**config.mk**
```make
export PLATFORM = sky130hd
export DESIGN_NAME = np_admit_limiter
export DESIGN_NICKNAME = d
export VERILOG_FILES = /design/src/rtl/np_adm_pkg.sv /design/src/rtl/np_limit_calc.sv /design/src/rtl/np_admit_gate.sv /design/src/rtl/np_outstanding_ctr.sv /design/src/rtl/np_admit_limiter.sv
export SDC_FILE = /design/constraint.sdc
export NUM_CORES = 1
export LEC_CHECK = 0
export BUFFER_PORTS_ARGS = -buffer_cell sky130_fd_sc_hd__clkbuf_2
export CAP_MARGIN = 15
export CORE_ASPECT_RATIO = 1.5
export CORE_MARGIN = 2
export CORE_UTILIZATION = 35
export DETAILED_ROUTE_END_ITERATION = 12
export HOLD_SLACK_MARGIN = 0.1
export SLEW_MARGIN = 5
export SYNTH_ARGS = -nofsm -noshare
export SYNTH_HDL_FRONTEND = slang
export SYNTH_HIERARCHICAL = 1
export SYNTH_SLANG_ARGS = --single-unit
export TNS_END_PERCENT = 30
```
**constraint.sdc**
```tcl
create_clock -name clk -period 242.4 [get_ports clk]
set_input_delay 72.72 -clock clk [delete_from_list [all_inputs] [get_ports clk]]
set_output_delay 72.72 -clock clk [all_outputs]
set_load 0.02 [all_outputs]
```
**src/rtl/np_adm_pkg.sv**
```systemverilog
package np_adm_pkg;

    // Capacity of the first-stage completion store, in packets.
    localparam int unsigned CPL_SLOTS   = 256;
    // Largest number of requests that may ever be outstanding.
    localparam int unsigned MAX_NP      = 128;
    // Largest legal size code (64 B << code).
    localparam int unsigned SIZE_CODE_HI = 6;

    typedef logic [2:0] size_code_t;

    // Shape of the worst-case read request.
    typedef struct packed {
        size_code_t code;
        logic       unaligned;
    } rd_shape_t;

    // Worst-case completion packets produced by one request of this shape.
    function automatic int unsigned worst_splits(rd_shape_t s);
        int unsigned c;
        c = (int'(s.code) > SIZE_CODE_HI) ? SIZE_CODE_HI : int'(s.code);
        return (32'd1 << c) + (s.unaligned ? 32'd1 : 32'd0);
    endfunction

    // Largest request count whose splits all fit, capped at 'cap'.
    function automatic int unsigned fit_limit(int unsigned splits,
                                              int unsigned slots,
                                              int unsigned cap);
        int unsigned q;
        q = slots / splits;
        return (q > cap) ? cap : q;
    endfunction

endpackage

```
**src/rtl/np_limit_calc.sv**
```systemverilog
module np_limit_calc
    import np_adm_pkg::*;
#(
    parameter int unsigned LIM_W     = 8,
    parameter int unsigned BUF_SLOTS = CPL_SLOTS,
    parameter int unsigned MAX_OUT   = MAX_NP
) (
    input  size_code_t       size_code,
    input  logic             unaligned,
    output logic [LIM_W-1:0] rec_limit
);
    rd_shape_t   shape;
    int unsigned splits;
    int unsigned lim;

    always_comb begin
        shape.code      = size_code;
        shape.unaligned = unaligned;
        splits          = worst_splits(shape);
        lim             = fit_limit(splits, BUF_SLOTS, MAX_OUT);
        rec_limit       = LIM_W'(lim);
    end
endmodule

```
**src/rtl/np_admit_gate.sv**
```systemverilog
module np_admit_gate #(
    parameter int unsigned LIM_W   = 8,
    parameter int unsigned CNT_W   = 8,
    parameter int unsigned MAX_OUT = 128
) (
    input  logic [LIM_W-1:0] lim_cfg,
    input  logic [CNT_W-1:0] count,
    input  logic             req_valid,
    output logic             req_ready,
    output logic             fire
);
    localparam int unsigned W = ((LIM_W > CNT_W) ? LIM_W : CNT_W) + 1;

    logic [W-1:0] cap_w;
    logic [W-1:0] cfg_w;
    logic [W-1:0] eff_w;
    logic [W-1:0] cnt_w;

    always_comb begin
        cap_w     = W'(MAX_OUT);
        cfg_w     = W'(lim_cfg);
        cnt_w     = W'(count);
        eff_w     = (cfg_w > cap_w) ? cap_w : cfg_w;
        req_ready = (cnt_w < eff_w);
        fire      = req_valid & req_ready;
    end
endmodule

```
**src/rtl/np_outstanding_ctr.sv**
```systemverilog
module np_outstanding_ctr #(
    parameter int unsigned NTAG  = 128,
    parameter int unsigned CNT_W = 8
) (
    input  logic             clk,
    input  logic             rst,
    input  logic             inc,
    input  logic [NTAG-1:0]  done_vec,
    output logic [CNT_W-1:0] count
);
    logic [CNT_W:0]   pop;
    logic [CNT_W:0]   raised;
    logic [CNT_W-1:0] nxt;

    always_comb begin
        pop = '0;
        for (int i = 0; i < int'(NTAG); i++) begin
            pop = pop + (CNT_W+1)'(done_vec[i]);
        end
    end

    always_comb begin
        raised = {1'b0, count} + (CNT_W+1)'(inc);
        if (pop >= raised) nxt = '0;
        else               nxt = CNT_W'(raised - pop);
    end

    always_ff @(posedge clk) begin
        if (rst) count <= '0;
        else     count <= nxt;
    end
endmodule

```
**src/rtl/np_admit_limiter.sv**
```systemverilog
module np_admit_limiter
    import np_adm_pkg::*;
#(
    parameter int unsigned LIM_W     = 8,
    parameter int unsigned MAX_OUT   = MAX_NP,
    parameter int unsigned BUF_SLOTS = CPL_SLOTS,
    parameter int unsigned NTAG      = MAX_OUT,
    parameter int unsigned CNT_W     = $clog2(MAX_OUT + 1)
) (
    input  logic             clk,
    input  logic             rst,
    input  logic             req_valid,
    output logic             req_ready,
    input  logic [LIM_W-1:0] lim_cfg,
    input  logic [NTAG-1:0]  cpl_done,
    output logic [CNT_W-1:0] out_count,
    input  logic [2:0]       rd_size_code,
    input  logic             rd_unaligned,
    output logic [LIM_W-1:0] rec_limit
);
    logic fire;

    np_admit_gate #(.LIM_W(LIM_W), .CNT_W(CNT_W), .MAX_OUT(MAX_OUT)) u_gate (
        .lim_cfg   (lim_cfg),
        .count     (out_count),
        .req_valid (req_valid),
        .req_ready (req_ready),
        .fire      (fire)
    );

    np_outstanding_ctr #(.NTAG(NTAG), .CNT_W(CNT_W)) u_ctr (
        .clk      (clk),
        .rst      (rst),
        .inc      (fire),
        .done_vec (cpl_done),
        .count    (out_count)
    );

    np_limit_calc #(.LIM_W(LIM_W), .BUF_SLOTS(BUF_SLOTS), .MAX_OUT(MAX_OUT)) u_calc (
        .size_code (rd_size_code),
        .unaligned (rd_unaligned),
        .rec_limit (rec_limit)
    );
endmodule

```
==> PnR_summary.wiki <==
{| class="wikitable"
! Metric !! Value
|-
| Period minus WS final || 233840 ps
|-
| Worst min path class || reg -> reg
|-
| Die width || 233 um
|-
| Setup repair after global routing missed its margin || false
|-
| Synth area leaders || sky130_fd_sc_hd__ha_1, sky130_fd_sc_hd__fa_1, sky130_fd_sc_hd__xnor2_1, sky130_fd_sc_hd__a21oi_1, sky130_fd_sc_hd__nor2_1
|-
| Startpoint of the worst hold path || u_ctr/count[0]
|-
| Worst-Margin Slew || 1030 ps
|-
| Total number of H-tree levels || 1
|-
| Final Max Slew Viols || 0
|-
| Category of the worst setup path launch point || primary input
|-
| Pre-CTS setup slack || 8830 ps
|-
| RePlAce Congestion || 0.936
|-
| Count of final setup violators || 0
|-
| CP Data Required Time || 169680 ps
|-
| Register with the most flip-flops || u_ctr/count
|-
| Async SR Flop Fraction || 0%
|-
| NumNets Final || 4539
|-
| Total via count in the routed design || 29700
|-
| Site Rows || 125
|-
| Number of flip-flops under the largest register name || 8
|-
| Biggest regs || u_ctr/count (8)
|-
| Synth Instances || 3900
|-
| I/O pin cnt || 160
|-
| Post-DP HPWL || 72.9 mm
|-
| First-pass GRT wire length || 143 mm
|-
| Hold violation total from the final report || 0
|-
| Synthesis-to-finish area growth || 7.04%
|-
| Largest net degree at the start of global routing || 66
|-
| Run status || finished, final reports clean
|-
| Number of optimization iterations in the first detailed-route pass || 5
|-
| Kind of end point of the critical path || output pin
|-
| Cell with the largest stage delay on the worst path || sky130_fd_sc_hd__or4b_1
|-
| Final cell utilization of the core || 37.9%
|-
| Area of the die || 0.0809 sq mm
|-
| Number of buffers created by CTS || 3
|-
| Average wire per standard cell || 17.5 um
|-
| Number of global-route vias before repair || 29400
|-
| Slowest stage delay, CP || 860 ps
|-
| Final-layout setup total negative slack || 0 ps
|-
| Average footprint of a synthesized cell || 7.06 sq um
|-
| Flip-flop cell with the highest count after synthesis || sky130_fd_sc_hd__dfxtp_1
|-
| Residual overflow from global routing || 0
|-
| Post-synthesis cell type with the largest combined area || sky130_fd_sc_hd__ha_1
|-
| Area of the placeable core || 0.0777 sq mm
|-
| Critical-path maximum fanout || 27
|-
| Post-layout worst setup margin || 8560 ps
|-
| Clock tree from TritonCTS || built
|-
| Setup repair bufs after CTS || 0
|-
| Worst R2R Setup Slack || 238560 ps
|-
| Number of antenna violations at the first check in global routing || 1
|-
| Reg2reg start || u_ctr/count[7]
|-
| DRC violation count after routing || 0
|-
| Drt initial violations || 1401
|-
| Share of synthesized area occupied by flip-flops and latches || 0.582%
|-
| Proportion of layout cells with a drive suffix above 1 || 9.58%
|-
| Total standard cell area after synthesis || 0.0275 sq mm
|-
| Worst Setup Path Type || in -> out
|-
| Count of hold buffers inserted by post-cts repair || 0
|-
| Overall track demand over capacity in global routing || 21.0%
|-
| Initial standard-cell utilization of the core || 35.4%
|-
| Maximum clock frequency || 4.28 MHz
|-
| Skew-Pair Late Insertion Delay || 230 ps
|-
| Post-route ant nets || 0
|-
| Height of the chip || 347 um
|-
| Synth warn || 6
|-
| Cell repeated most along the worst path || sky130_fd_sc_hd__a21o_1
|-
| Post-cts repair resize count || 0
|-
| Max-Cap Viols || 0
|-
| Clock transition at the registers of the reported paths || 30 ps
|-
| Port Buffer Count || 159
|-
| Final setup skew || 0.189 ps
|-
| Crit share post-route || 96.5%
|-
| Average vias per placed instance || 5.91
|-
| Fraction of post-synthesis cell area in the top cell type by area || 12.3%
|-
| Clock sink count || 8
|-
| Tightest hold margin || 840 ps
|-
| Start point of the critical path || rd_size_code[1]
|-
| Total routed wirelength || 87.9 mm
|-
| EDFF count, synth || 0
|-
| Root Driver || sky130_fd_sc_hd__clkbuf_16
|-
| Worst-case headroom to the max-slew limit || 31.3%
|-
| Arrival time worst endpoint || 161120 ps
|-
| Number of buffers between clock root and the deepest sink || 2
|-
| Synth Register Bits || 8
|-
| Distinct cell type count after synthesis || 130
|}
-- cells in the mapped netlist, drive strengths merged, types with 59 or more instances --
master    n
ha      271
a21oi   275
fa      116
and2     64
nand2   273
xor2     81
nor3    143
inv     278
nor2    362
clkbuf   62
o21a     73
nand2b   78
mux2     59
nor4     61
nand3   112
o21ai   247
a21o    164
buf      67
xnor2   159
-- cell type report --
| class | count | area, sq um |
|---|---|---|
| fillers | 8418 | 48300 |
| well taps | 1016 | 1270 |
| repair buffers | 185 | 991 |
| clock buffers | 3 | 75.1 |
| diodes | 1 | 2.50 |
| inverters | 278 | 1040 |
| multi-input cells | 3533 | 25900 |
| flip-flops and latches | 8 | 160 |
-- layer usage --
metal | GRT usage, % | routed length [um]
met3 | 0.909 | 2300
met1 | 22.3 | 34000
met2 | 41.4 | 47100
met4 | 9.98 | 4590
met5 | 0 | 0
-- critical path: cells and delay by family --
kind	cells	cell delay, ps
buffers and inverters	19	3280
adder cells (fa/ha/maj)	33	9990
multiplexers	8	2220
AND/OR/NAND/NOR	127	29080
AO/OA/AOI/OAI	217	43610
-- layout by cell type (no fill, tap or decap), drive strengths merged, types with 20 or more instances in the layout --
| master | n |
|---|---|
| nand4 | 58 |
| nor3b | 20 |
| conb | 49 |
| o21a | 73 |
| nand2 | 273 |
| a211oi | 56 |
| or4 | 23 |
| nand3 | 112 |
| inv | 278 |
| mux2 | 59 |
| clkbuf | 162 |
| a31oi | 50 |
| nor4 | 61 |
| or2 | 35 |
| ha | 271 |
| mux2i | 49 |
| a21oi | 275 |
| a21boi | 31 |
| nor2 | 362 |
| o21bai | 22 |
| nor2b | 49 |
| nor3 | 143 |
| or3 | 52 |
| xnor2 | 159 |
| and2 | 64 |
| buf | 26 |
| fa | 116 |
| o211ai | 56 |
| a21o | 164 |
| o31ai | 58 |
| xor2 | 81 |
| nand2b | 78 |
| and4 | 23 |
| and3 | 37 |
| o21ai | 247 |
-- cell families after synthesis --
logic type                 Yosys count  share of synthesized area (%)
DFF                                  8                          0.582
xor gates and xnor gates           240                           7.67
other                                1                         0.0136
muxes                              108                           4.24
adders and majority gates          387                           20.8
and+or+nand+nor                   1450                           27.9
AOI/OAI and AO/OA                 1299                           32.8
buffers and inverters              407                           6.00
-- worst paths after layout --
path	endpoint	cells past startpoint
worst max register to register	u_ctr/count[4]	14
worst min-delay path	u_ctr/count[0]	3
worst min register to register	u_ctr/count[0]	3
worst max-delay path	rec_limit[6]	404
-- stage by stage --
stage / cell area, sq um / instances
after floorplan: 27700 / 3948
after global placement: 29400 / 5019
after detailed placement: 29400 / 5019
after CTS: 29400 / 5022
after global routing: 29500 / 5024
final: 29500 / 5024
Power is left out: the tool's default activity adds up to more than one toggle a clock period on the data nets, which glitch-free logic cannot reach.
